`src/rtl/rst_seq_pkg.sv`:
```
// Shared types for the reset sequencing controller.
package rst_seq_pkg;
    localparam int CNT_W = 24;

    typedef enum logic [1:0] {
        SEQ_MERGED = 2'b00,
        SEQ_INDEP  = 2'b01,
        SEQ_SIMUL  = 2'b10,
        SEQ_SIMUL2 = 2'b11
    } seq_mode_e;

    typedef struct packed {
        logic merged;   // one shared reset timed by channel 1
        logic simul;    // both channels start together
    } mode_ctl_t;
endpackage

```
`src/rtl/rsc_mode_decode.sv`:
```
// Decodes the 2-bit sequencing mode into control flags.
// Assumes mode is quasi-static; code 2'b11 aliases simultaneous.
module rsc_mode_decode
    import rst_seq_pkg::*;
(
    input  logic [1:0] mode,
    output mode_ctl_t  ctl
);
    // Map each code to the merged and simultaneous flags.
    always_comb begin
        ctl = '0;
        unique case (seq_mode_e'(mode))
            SEQ_MERGED: ctl.merged = 1'b1;
            SEQ_INDEP:  ctl = '0;
            SEQ_SIMUL,
            SEQ_SIMUL2: ctl.simul = 1'b1;
            default:    ctl = '0;
        endcase
    end
endmodule

```
`src/rtl/rsc_timeout.sv`:
```
// Per-channel reset timeout.
// The period is latched at the first edge where good is high.
// The counter then counts up to the latched period.
// done is high once the count equals the period, and only while good stays high.
// Assumes good is synchronous to clk.
module rsc_timeout #(
    parameter int CNT_W = 24
) (
    input  logic             clk,
    input  logic             rst_n,
    input  logic             good,
    input  logic [CNT_W-1:0] period,
    output logic             done
);
    logic             started;
    logic [CNT_W-1:0] cnt;
    logic [CNT_W-1:0] limit;

    // Start, count and clear the timeout window.
    always_ff @(posedge clk) begin
        if (!rst_n) begin
            started <= 1'b0;
            cnt     <= '0;
            limit   <= '0;
        end else if (!good) begin
            started <= 1'b0;
            cnt     <= '0;
        end else if (!started) begin
            started <= 1'b1;
            cnt     <= '0;
            limit   <= period;
        end else if (cnt != limit) begin
            cnt <= cnt + 1'b1;
        end
    end

    // Release only while the condition still holds.
    assign done = started && good && (cnt == limit);

    // a running countdown advances by one each cycle.
    p_count_step_r1: assert property (@(posedge clk) disable iff (!rst_n)
        (started && good && cnt != limit) |=> (cnt == $past(cnt) + 1'b1))
        else $error("p_count_step_r1");

    // the latched period holds while the window runs.
    p_limit_held_r9: assert property (@(posedge clk) disable iff (!rst_n)
        (started && good) |=> $stable(limit))
        else $error("p_limit_held_r9");
endmodule

```
`src/rtl/rst_seq_ctrl.sv`:
```
// Dual-channel reset sequencing controller (top).
// Gates the channel enables, runs one timeout per channel, and forms the reset outputs and the watchdog start level.
// Assumes fb*_good are already synchronized to clk.
module rst_seq_ctrl
    import rst_seq_pkg::*;
#(
    parameter int TMO_W = CNT_W,
    parameter int NCH   = 2
) (
    input  logic             clk,
    input  logic             rst_n,
    input  logic             enable,
    input  logic             fb1_good,
    input  logic             fb2_good,
    input  logic [1:0]       mode,
    input  logic [TMO_W-1:0] tmo1,
    input  logic [TMO_W-1:0] tmo2,
    output logic             ch1_en,
    output logic             ch2_en,
    output logic             rst1_n,
    output logic             rst2_n,
    output logic             wdog_start
);
    mode_ctl_t        ctl;
    logic             ch2_arm;
    logic [NCH-1:0]   good_v;
    logic [NCH-1:0]   done_v;
    logic [TMO_W-1:0] period_v [NCH];

    rsc_mode_decode u_dec (
        .mode (mode),
        .ctl  (ctl)
    );

    // Arm channel 2 once channel 1 has been seen good while enabled.
    always_ff @(posedge clk) begin
        if (!rst_n || !enable) ch2_arm <= 1'b0;
        else if (fb1_good)     ch2_arm <= 1'b1;
    end

    assign ch1_en = enable;
    assign ch2_en = enable && (ctl.simul || ch2_arm);

    // Per-channel good conditions; merged mode leaves channel 2 idle.
    always_comb begin
        good_v[0]   = enable && fb1_good && (!ctl.merged || fb2_good);
        good_v[1]   = enable && fb2_good && !ctl.merged;
        period_v[0] = tmo1;
        period_v[1] = tmo2;
    end

    for (genvar g = 0; g < NCH; g++) begin : g_tmo
        rsc_timeout #(.CNT_W(TMO_W)) u_tmo (
            .clk    (clk),
            .rst_n  (rst_n),
            .good   (good_v[g]),
            .period (period_v[g]),
            .done   (done_v[g])
        );
    end

    // Form reset outputs and the watchdog start level.
    always_comb begin
        rst1_n     = done_v[0];
        rst2_n     = ctl.merged ? done_v[0] : done_v[1];
        wdog_start = ctl.simul ? rst1_n : (rst1_n && rst2_n);
    end

    // shutdown holds everything off.
    p_shutdown_r6: assert property (@(posedge clk) disable iff (!rst_n)
        !enable |-> (!ch1_en && !ch2_en && !rst1_n && !rst2_n && !wdog_start))
        else $error("p_shutdown_r6");

    // merged mode keeps both resets equal.
    p_merged_equal_r3: assert property (@(posedge clk) disable iff (!rst_n)
        (mode == 2'b00) |-> (rst1_n == rst2_n))
        else $error("p_merged_equal_r3");

    // a lost channel-1 good forces reset at once.
    p_drop_reasserts_r4: assert property (@(posedge clk) disable iff (!rst_n)
        !fb1_good |-> !rst1_n)
        else $error("p_drop_reasserts_r4");

    // sequenced channel 2 starts only after channel 1 good.
    p_ch2_after_ch1_r10: assert property (@(posedge clk) disable iff (!rst_n)
        (!mode[1] && $stable(mode) && $rose(ch2_en)) |-> $past(fb1_good))
        else $error("p_ch2_after_ch1_r10");

    // in sequenced modes the watchdog waits for both resets.
    p_wdog_both_r2: assert property (@(posedge clk) disable iff (!rst_n)
        (!mode[1] && wdog_start) |-> (rst1_n && rst2_n))
        else $error("p_wdog_both_r2");

    // the watchdog level never stands without reset 1 released.
    p_wdog_level_r7: assert property (@(posedge clk) disable iff (!rst_n)
        wdog_start |-> rst1_n)
        else $error("p_wdog_level_r7");
endmodule

```
`config.mk`:
```
export PLATFORM = sky130hd
export DESIGN_NAME = rst_seq_ctrl
export DESIGN_NICKNAME = d
export VERILOG_FILES = /design/src/rtl/rst_seq_pkg.sv /design/src/rtl/rsc_mode_decode.sv /design/src/rtl/rsc_timeout.sv /design/src/rtl/rst_seq_ctrl.sv
export SDC_FILE = /design/constraint.sdc
export NUM_CORES = 1
export LEC_CHECK = 0
export BUFFER_PORTS_ARGS = -buffer_cell sky130_fd_sc_hd__buf_2
export CAP_MARGIN = 20
export CORE_MARGIN = 5
export CORE_UTILIZATION = 56
export DETAILED_ROUTE_END_ITERATION = 6
export PLACE_DENSITY = 0.77
export SLEW_MARGIN = 10
export SYNTH_ARGS = -nofsm -noshare
export SYNTH_HDL_FRONTEND = slang
export SYNTH_HIERARCHICAL = 1
export SYNTH_SLANG_ARGS = --single-unit
```
`constraint.sdc`:
```
create_clock -name clk -period 4.45 [get_ports clk]
set_clock_uncertainty 0.2 [all_clocks]
set_input_delay 0.445 -clock clk [delete_from_list [all_inputs] [get_ports clk]]
set_output_delay 0.445 -clock clk [all_outputs]
set_load 0.05 [all_outputs]
```
==> impl_metrics.csv, run 1 <==
group,metric,value,unit
outcome,outcome,"finished, final reports clean",
timing,period_needed,3.12,ns
clock_tree,cts-buffers-inserted,9,
synth,synth_top_area_frac,0.411,
global_route,via_count_of_the_first_global_routing_pass,3861,
critical_path,cp_slowest_stage_delay,0.53,ns
detailed_routing,num_vias,4269,
timing,tns,0,ns
synth,synth_fp_nets,640,
min_path,worstHoldPathType,"input port to register",
die,std_cell_rows,33,
timing,transition_time_at_the_pin_with_the_least_slew_margin,0.896,ns
detailed_routing,drt_pass1_iterations,5,
critical_path,endpoint_kind,"output port",
detailed_routing,route.detailed.vias_per_inst,5.84,
critical_path,worst-endpoint-required,3.81,ns
critical_path,timing_worst_setup_path_type,"register to output port",
pwr,cellPowerDensity,317,nW/um^2
critical_path,setup.worst_path.start_class,"register",
synth,dominantRegCellSynth,"sky130_fd_sc_hd__dfxtp_1",
job,drv_cap,0,
placed_design,detailedPlace.worstSlack,1.75,ns
pwr,leakagePower,2.13,nW
timing,final-max-slew-violation-count,0,
placed_design,hpwl,8590,microns
detailed_routing,routedWlPerCell,16.0,microns
clock_tree,ctsResizeCount,0,
synth,synth_edf_count,0,
clock_tree,post-cts-setup-buffer-count,0,
pwr,power_switching_share,0.264,
clock_tree,max-clock-path-buffers,2,
detailed_routing,first_iter_violations,332,
die,boundaryPins,60,
synth,number_of_different_library_cells_in_the_post_synthesis_netlist,33,
placed_design,dpl.cell_count,715,
pwr,ir_drop,0.000206,V
cells_and_area,layout.nets,678,
clock_tree,clock_tree.root_cell,"sky130_fd_sc_hd__clkbuf_8",
synth,synth_area,4820,sq um
synth,fraction_of_synthesis_flops_using_an_asynchronous_set_or_reset_pin,0,
min_path,worstHoldPathCells,3,
global_route,grt_start_max_net_pins,56,
cells_and_area,fill_cells,708,
critical_path,worst_r2r_path_depth,7,
cells_and_area,finish.utilization,0.638,
synth,avgSynthCellArea,8.27,sq um
critical_path,reg2reg_setup_slack,2.02,ns
critical_path,crit_arrival,2.47,ns
cells_and_area,final_layout_size_suffix_gt1_frac,0.142,
timing,worst_slew_margin_rel,0.402,
cells_and_area,instances_no_fill,731,
synth,synth.ff_latch_count,99,
timing,grt_setup_unrepaired,"false",
timing,final_hold_fails,0,
pwr,internal_power,0.00124,W
synth,yosys_warnings,6,
critical_path,worstPathCellList,"xor2_1, nor4_1, nand4_2, nor2_2, and3_1, o31a_1, buf_2",
die,dieArea,10600,sq um
timing,setup_viol,0,
pwr,combinationalPowerShare,0.099,
min_path,holdCritStartpoint,"tmo1[12]",
pwr,p_sw,0.000442,W
placed_design,finalWeightedCongestion,0.896,
global_route,grt_overflow,0,
clock_tree,htree_num_levels,3,
detailed_routing,drc_violations_left,0,
synth,synth_area_leaders,"sky130_fd_sc_hd__dfxtp_1 41%, sky130_fd_sc_hd__nand2_1 9.8%, sky130_fd_sc_hd__xor2_1 8.4%, sky130_fd_sc_hd__a21boi_0 7.5%, sky130_fd_sc_hd__a21oi_1 3.2%",
timing,layout_worst_path_cycle_share,0.700,
critical_path,crit_fanout,6,
min_path,worst_hold_path_ep,"g_tmo[0].u_tmo/limit[12]$_SDFFE_PN0P_",
clock_tree,clock_sink_count,99,
clock_tree,clock_latency_reported_for_the_late_side_of_the_worst_skew_pair,0.36,ns
global_route,antenna_found_initial,0,
critical_path,worst_path_max_delay_cell,"sky130_fd_sc_hd__nor4_1",
global_route,grt_util_overall,0.231,
clock_tree,tritoncts,"yes",
cells_and_area,insertedDiodeCount,0,
clock_tree,clkSlewWorstSetupHoldPaths,0.10,ns
global_route,wire_length_of_the_first_global_routing_pass,19100,microns
pwr,seq_power_share,0.551,
critical_path,r2r-end,"g_tmo[1].u_tmo/cnt[14]$_SDFFE_PN0P_",
pwr,clock_power_share,0.350,
die,fp.dieW,103,microns
cells_and_area,flow.area_growth_from_synthesis,9.86,%
die,fp.dieH,103,microns
synth,synthCells,583,
synth,synth-seq-area-share,0.411,
timing,achievable-frequency,321,MHz
synth,synth_area_leader_cell,"sky130_fd_sc_hd__dfxtp_1",
critical_path,timing.rr.start,"g_tmo[1].u_tmo/cnt[7]$_SDFFE_PN0P_",
detailed_routing,route.final.wire_length,11700,microns
placed_design,buffer_ports.inserted,59,
die,core,8300,sq um
clock_tree,ctsHoldBuffers,0,
timing,setup_ws,1.33,ns
die,start_util,0.581,
detailed_routing,antenna_left,0,
## synth_stat cells (7+ instances only)
cell type	number
sky130_fd_sc_hd__a21oi_1	31
sky130_fd_sc_hd__dfxtp_1	99
sky130_fd_sc_hd__nand2_1	126
sky130_fd_sc_hd__xor2_1	46
sky130_fd_sc_hd__clkbuf_1	27
sky130_fd_sc_hd__o31a_1	7
sky130_fd_sc_hd__nor2_1	14
sky130_fd_sc_hd__o211ai_1	8
sky130_fd_sc_hd__nand3_1	22
sky130_fd_sc_hd__nor4_1	18
sky130_fd_sc_hd__and3_1	10
sky130_fd_sc_hd__or3_1	20
sky130_fd_sc_hd__or4_1	14
sky130_fd_sc_hd__nand4_1	12
sky130_fd_sc_hd__a21boi_0	48
sky130_fd_sc_hd__o21ai_1	22
sky130_fd_sc_hd__o21a_1	9
## kinds of logic (layout without fill, tap and decap cells)
logic type	count (synthesis)	in the layout	share of synthesized area
AND/OR/NAND/NOR	254	254	0.261
AO/OA/AOI/OAI	132	132	0.180
flip-flops	99	99	0.411
XOR/XNOR	52	52	0.0944
buffers and inverters	43	86	0.0446
adder cells (fa/ha/maj)	2	2	0.00519
multiplexers	1	1	0.00311
## worst max-delay path: cells and delay by family, from the launching register on
family | cells | cell delay, ns
simple gates | 4 | 1.08
flops | 1 | 0.50
buf+inv | 1 | 0.27
compound gates | 1 | 0.16
xor+xnor | 1 | 0.12
## stage by stage
stage / hold WS (ns) / cell area [sq um] / total power [W]
CTS: 0.119 / 5300 / 0.00169
floorplan: 0.255 / 4820 / 0.00107
detailed placement: 0.278 / 5100 / 0.00111
global route: 0.113 / 5300 / 0.00175
finish: 0.129 / 5300 / 0.00168
global placement: 0.266 / 5100 / 0.00110
## sequential cells by signal, indices dropped and copies added (netlist names)
signal / flops
g_tmo.u_tmo/cnt: 48
g_tmo.u_tmo/started: 2
ch2_arm: 1
g_tmo.u_tmo/limit: 48
## how the worst max path moves through the flow
stage | slack (ns) | to | from | depth (start not counted)
2_1_floorplan | 1.38 | wdog_start | g_tmo[0].u_tmo/cnt[13]$_SDFFE_PN0P_ | 8
3_3_place_gp | 1.83 | wdog_start | g_tmo[1].u_tmo/cnt[7]$_SDFFE_PN0P_ | 7
3_5_place_dp | 1.75 | wdog_start | g_tmo[1].u_tmo/cnt[7]$_SDFFE_PN0P_ | 7
4_1_cts | 1.33 | wdog_start | g_tmo[1].u_tmo/cnt[7]$_SDFFE_PN0P_ | 7
5_1_grt | 1.21 | wdog_start | g_tmo[1].u_tmo/cnt[7]$_SDFFE_PN0P_ | 7
6_report | 1.33 | wdog_start | g_tmo[1].u_tmo/cnt[7]$_SDFFE_PN0P_ | 7
## power groups by stage
| stage | registers (W) | logic, W | clock network (W) |
|---|---|---|---|
| final | 0.000925 | 0.000166 | 0.000587 |
| after global routing | 0.000927 | 0.000184 | 0.000636 |
| after CTS | 0.000924 | 0.000165 | 0.000597 |
| after detailed placement | 0.000945 | 0.000164 | 0 |
| after global placement | 0.000944 | 0.000160 | 0 |
| after floorplan | 0.000937 | 0.000130 | 0 |
## cell usage in the layout (no fill, tap or decap), types with 10 or more instances in the layout
master                       n
sky130_fd_sc_hd__a21oi_1    31
sky130_fd_sc_hd__and3_1     10
sky130_fd_sc_hd__xor2_1     46
sky130_fd_sc_hd__nand3_1    22
sky130_fd_sc_hd__a21boi_0   48
sky130_fd_sc_hd__nand2_1   126
sky130_fd_sc_hd__buf_2      59
sky130_fd_sc_hd__or4_1      14
sky130_fd_sc_hd__nor2_1     14
sky130_fd_sc_hd__nand4_1    12
sky130_fd_sc_hd__nor4_1     18
sky130_fd_sc_hd__or3_1      20
sky130_fd_sc_hd__dfxtp_1    99
sky130_fd_sc_hd__o21ai_1    22
## routing by layer
metal	vias to the layer above	GRT usage	wire [microns]
met2	151	0.318	4900
met3	6	0.0433	941
met5	-	0	0
met1	2003	0.369	5790
met4	0	0.0528	80
li1	2109	-	-
## final cells by class
| class | instances | area [sq um] | area share |
|---|---|---|---|
| repair buffers | 65 | 340 | 0.0642 |
| multi-input cells | 441 | 2630 | 0.496 |
| clock inverters | 6 | 72.6 | 0.0137 |
| flip-flops and latches | 99 | 1980 | 0.374 |
| inverters | 5 | 18.8 | 0.00354 |
| clock buffers | 10 | 128 | 0.0241 |
| well taps | 105 | 131 | 0.0248 |
(Power assumes the default switching activity.)
==> run 2, diff against run 1 <==
- clock period: 4.45 -> 2.9 ns (I/O delays scaled with it)
==> impl_metrics.csv, run 2 (synthesis gave the netlist of run 1 again) <==
group,metric,value,unit
timing,worst_slew_margin_rel,0.678,
cells_and_area,final_layout_size_suffix_gt1_frac,0.143,
die,std_cell_rows,33,
global_route,via_count_of_the_first_global_routing_pass,4206,
clock_tree,post-cts-setup-buffer-count,0,
global_route,wire_length_of_the_first_global_routing_pass,21000,microns
timing,final-max-slew-violation-count,0,
clock_tree,clock_latency_reported_for_the_late_side_of_the_worst_skew_pair,0.37,ns
die,fp.dieW,103,microns
timing,setup_ws,0.154,ns
pwr,cellPowerDensity,457,nW/um^2
timing,layout_worst_path_cycle_share,0.947,
outcome,outcome,"finished, final reports clean",
timing,grt_setup_unrepaired,"false",
clock_tree,cts-buffers-inserted,9,
timing,period_needed,2.75,ns
critical_path,setup.worst_path.start_class,"register",
detailed_routing,antenna_left,0,
pwr,leakagePower,2.35,nW
clock_tree,clkSlewWorstSetupHoldPaths,0.09,ns
die,boundaryPins,60,
job,drv_cap,0,
detailed_routing,first_iter_violations,277,
global_route,antenna_found_initial,0,
timing,setup_viol,0,
timing,final_hold_fails,0,
critical_path,timing_worst_setup_path_type,"register to output port",
clock_tree,htree_num_levels,3,
global_route,grt_overflow,0,
cells_and_area,layout.cells.most_common,"sky130_fd_sc_hd__nand2_1",
timing,achievable-frequency,364,MHz
critical_path,timing.rr.start,"g_tmo[1].u_tmo/cnt[3]$_SDFFE_PN0P_",
detailed_routing,route.final.wire_length,12600,microns
cells_and_area,fill_cells,633,
detailed_routing,drt_pass1_iterations,5,
die,fp.dieH,103,microns
cells_and_area,regArea,1980,sq um
clock_tree,clock_tree.root_cell,"sky130_fd_sc_hd__clkbuf_8",
cells_and_area,multiInputGateArea,2630,sq um
critical_path,crit_fanout,5,
die,start_util,0.581,
critical_path,cp_slowest_stage_delay,0.47,ns
die,core,8300,sq um
detailed_routing,route.detailed.vias_per_inst,5.75,
global_route,grt_util_overall,0.257,
critical_path,r2r-end,"g_tmo[1].u_tmo/cnt[23]$_SDFFE_PN0P_",
timing,tns,0,ns
critical_path,cp-startpoint,"g_tmo[1].u_tmo/cnt[5]$_SDFFE_PN0P_",
placed_design,placedInstanceArea,5140,sq um
clock_tree,tritoncts,"yes",
placed_design,buffer_ports.inserted,59,
critical_path,worst-endpoint-required,2.41,ns
critical_path,worstPathCellList,"xor2_1, nor4_1, nand4_2, nor2_2, and3_1, o31a_2, buf_2",
critical_path,worst_r2r_path_depth,5,
critical_path,crit_arrival,2.26,ns
cells_and_area,flow.area_growth_from_synthesis,20.3,%
cells_and_area,mostFrequentLayoutCells,"126 x sky130_fd_sc_hd__nand2_1, 99 x sky130_fd_sc_hd__dfxtp_1, 59 x sky130_fd_sc_hd__buf_2",
min_path,holdCritStartpoint,"tmo1[0]",
cells_and_area,layout.nets,728,
clock_tree,clock_sink_count,99,
critical_path,endpoint_kind,"output port",
pwr,ir_drop,0.000307,V
placed_design,hpwl,8560,microns
cells_and_area,stdcell_area,5800,sq um
timing,transition_time_at_the_pin_with_the_least_slew_margin,0.481,ns
min_path,worstHoldPathCells,3,
global_route,grt_start_max_net_pins,40,
critical_path,worst_path_max_delay_cell,"sky130_fd_sc_hd__dfxtp_1",
pwr,power,0.00265,W
cells_and_area,insertedDiodeCount,0,
critical_path,reg2reg_setup_slack,0.68,ns
placed_design,detailedPlace.worstSlack,0.538,ns
detailed_routing,drc_violations_left,0,
min_path,worst_hold_path_ep,"g_tmo[0].u_tmo/limit[0]$_SDFFE_PN0P_",
detailed_routing,routedWlPerCell,16.1,microns
placed_design,finalWeightedCongestion,0.879,
min_path,worstHoldPathType,"input port to register",
cells_and_area,top_regs,"g_tmo.u_tmo/cnt: 48 flops, g_tmo.u_tmo/limit: 48 flops, g_tmo.u_tmo/started: 2 flops",
clock_tree,max-clock-path-buffers,2,
detailed_routing,num_vias,4493,
die,dieArea,10600,sq um
==> run 2: worst max path at each step <==
stage                  to  slack, ns  cells after the start
2_1_floorplan  wdog_start       0.12                      8
3_3_place_gp   wdog_start       0.57                      7
3_5_place_dp   wdog_start       0.54                      7
4_1_cts        wdog_start       0.12                      7
5_1_grt        wdog_start     0.0003                      7
6_report       wdog_start       0.15                      7
==> run 2: what timing repair did <==
item / in CTS / in global routing
endpoints found under the setup margin: 0 / 1
gates resized for setup: 0 / 1
hold buffers: 45 / 0
endpoints found under the hold margin: 45 / 0
==> run 2: critical path: cells and delay by family, from the launching register on <==
family	cells	cell delay, ns
simple gates	4	0.90
flops	1	0.47
buf+inv	1	0.26
compound gates	1	0.16
xor+xnor	1	0.11
==> run 2: report_power, final <==
group	switching (W)	leakage (nW)	internal (W)
clock network	0.000497	0.0995	0.000430
registers	0.0000262	0.802	0.00139
logic	0.000169	1.45	0.000139
total	0.000692	2.35	0.00196
==> run 2: per-stage QoR <==
stage,hold slack (ns),utilization,instances
2_1_floorplan,0.223,-,583
3_3_place_gp,0.264,0.619,720
3_5_place_dp,0.272,0.619,720
4_1_cts,0.0112,0.698,781
5_1_grt,0.00847,0.699,781
6_report,0.0243,0.699,781
==> run 2: layout make-up <==
class                      count  area share
multi-input combinational    441       0.454
sequential                    99       0.342
timing repair buffer         115       0.143
clock buffer                  10      0.0237
tap                          105      0.0226
clock inverter                 6      0.0123
inverter                       5     0.00323
==> run 2: metal layers <==
layer,global-route usage,part of all wire,wire length (microns)
met2,0.381,0.45,5620
met3,0.0419,0.071,893
met5,0,0,0
met4,0.0747,0.014,174
met1,0.385,0.47,5900
==> run 3, diff against run 2 <==
- CTS_BUF_LIST: not set -> sky130_fd_sc_hd__clkbuf_4 sky130_fd_sc_hd__clkbuf_8
- SETUP_SLACK_MARGIN: not set -> 0.2
==> impl_metrics.csv, run 3 (synthesis gave the netlist of run 1 again) <==
group,metric,value,unit
detailed_routing,met3_wl_post_dr,1200,microns
placed_design,hpwl,8600,microns
clock_tree,cts-buffers-inserted,9,
detailed_routing,route.final.wire_length,12900,microns
die,dieArea,10600,sq um
critical_path,worstPathCellList,"xor2_1, nor4_2, nand4_1, nor2_2, and3_2, o31a_2, buf_6",
global_route,antenna_found_initial,0,
timing,grt_setup_unrepaired,"false",
die,fp.dieH,103,microns
global_route,grt_util_overall,0.256,
cells_and_area,fill_cells,643,
cells_and_area,finish.utilization,0.703,
global_route,grt_overflow,0,
timing,final-max-slew-violation-count,0,
cells_and_area,insertedDiodeCount,0,
timing,worst_slew_margin_rel,0.737,
timing,setup_ws,0.300,ns
detailed_routing,drt_pass1_iterations,5,
global_route,grt_start_max_net_pins,52,
critical_path,endpoint_kind,"output port",
cells_and_area,regArea,1990,sq um
min_path,worstHoldPathType,"input port to register",
timing,period_needed,2.60,ns
detailed_routing,routed-wl-met2,5460,microns
critical_path,worst-endpoint-required,2.41,ns
timing,setup_viol,0,
placed_design,finalWeightedCongestion,0.916,
pwr,power,0.00257,W
detailed_routing,maxUsedRoutingLayer,"met4",
timing,final_hold_fails,0,
job,drv_cap,0,
clock_tree,htree_num_levels,3,
die,boundaryPins,60,
global_route,via_count_of_the_first_global_routing_pass,4300,
die,start_util,0.581,
placed_design,buffer_ports.inserted,59,
critical_path,setup.worst_path.start_class,"register",
detailed_routing,first_iter_violations,366,
detailed_routing,route.detailed.vias_per_inst,5.81,
cells_and_area,flow.area_growth_from_synthesis,20.9,%
die,core,8300,sq um
clock_tree,clock_latency_reported_for_the_late_side_of_the_worst_skew_pair,0.36,ns
cells_and_area,mostFrequentLayoutCells,"126 x sky130_fd_sc_hd__nand2_1, 93 x sky130_fd_sc_hd__dfxtp_1, 57 x sky130_fd_sc_hd__buf_2",
critical_path,worst_path_max_delay_cell,"sky130_fd_sc_hd__dfxtp_1",
pwr,ir_drop,0.000292,V
critical_path,crit_fanout,5,
timing,transition_time_at_the_pin_with_the_least_slew_margin,0.391,ns
detailed_routing,drc_violations_left,0,
detailed_routing,met1Wirelength,5970,microns
detailed_routing,num_vias,4526,
clock_tree,clock_sink_count,99,
detailed_routing,routedWlPerCell,16.5,microns
clock_tree,max-clock-path-buffers,2,
clock_tree,clkSlewWorstSetupHoldPaths,0.10,ns
timing,achievable-frequency,385,MHz
critical_path,cp_slowest_stage_delay,0.37,ns
clock_tree,tritoncts,"yes",
placed_design,detailedPlace.worstSlack,0.508,ns
timing,hold-worst-slack,0.0196,ns
timing,layout_worst_path_cycle_share,0.897,
pwr,leakagePower,2.35,nW
critical_path,crit_arrival,2.11,ns
cells_and_area,multiInputGateArea,2690,sq um
cells_and_area,layout.cells.most_common,"sky130_fd_sc_hd__nand2_1",
pwr,cellPowerDensity,440,nW/um^2
outcome,outcome,"finished, final reports clean",
cells_and_area,top_regs,"g_tmo.u_tmo/cnt: 48 flops, g_tmo.u_tmo/limit: 48 flops, g_tmo.u_tmo/started: 2 flops",
detailed_routing,antenna_left,0,
die,std_cell_rows,33,
clock_tree,clock_tree.root_cell,"sky130_fd_sc_hd__clkbuf_8",
cells_and_area,final_layout_size_suffix_gt1_frac,0.168,
die,fp.dieW,103,microns
cells_and_area,layout.nets,726,
global_route,wire_length_of_the_first_global_routing_pass,21100,microns
timing,tns,0,ns
critical_path,timing_worst_setup_path_type,"register to output port",
[run 3: cell count changes in the layout (fill, tap and decap cells not counted), sizes merged]
cell / change
clkinv: +1
dlygate4sd3: -2
bufinv: -1
[run 3: final cells by class]
class,instances,share of cell area
clock buffers,10,0.0225
clock inverters,6,0.00837
inverters,5,0.00322
multi-input cells,441,0.461
flip-flops and latches,99,0.341
well taps,105,0.0225
repair buffers,113,0.141
[run 3: final timing paths]
check	startpoint	end	slack, ns	depth (start not counted)
worst max-delay path	g_tmo[0].u_tmo/cnt[11]$_SDFFE_PN0P_	wdog_start	0.30	7
worst min-delay path	tmo2[8]	g_tmo[1].u_tmo/limit[8]$_SDFFE_PN0P_	0.02	3
worst max register to register	g_tmo[1].u_tmo/cnt[3]$_SDFFE_PN0P_	g_tmo[1].u_tmo/cnt[23]$_SDFFE_PN0P_	0.72	5
worst min register to register	g_tmo[1].u_tmo/limit[21]$_SDFFE_PN0P_	g_tmo[1].u_tmo/limit[21]$_SDFFE_PN0P_	0.29	2
[run 3: worst max-delay path: cells and delay by family, from the launching register on]
kind,cells,cell delay [ns]
AND/OR/NAND/NOR,4,0.87
flip-flops,1,0.37
XOR/XNOR,1,0.18
AO/OA/AOI/OAI,1,0.17
buffers and inverters,1,0.16
[run 3: stage by stage]
step                      cells  area, sq um
final                       779         5830
after global routing        779         5830
after CTS                   777         5760
after detailed placement    718         5120
after global placement      718         5120
after floorplan             583         4830
[run 3: repair_timing]
| action | in CTS | in global routing |
|---|---|---|
| pin swaps | 0 | 7 |
| hold endpoints to repair | 43 | 0 |
| hold buffers | 43 | 0 |
| resized for setup | 5 | 16 |
| endpoints found under the setup margin | 2 | 3 |
| buffers inserted | 0 | 2 |
| gates cloned | 0 | 0 |
[run 3: where the power goes]
group	switching [W]	total (W)	internal, W
clock network	0.000491	0.000822	0.000331
registers	0.0000294	0.00142	0.00139
logic	0.000177	0.000327	0.000150
total	0.000697	0.00257	0.00187
[run 3: layer usage]
metal  global-route usage  vias to the layer above
li1                     -                     2206
met1                0.384                     2106
met2                0.368                      193
met3               0.0521                       21
met4               0.0827                        0
met5                    0                        -
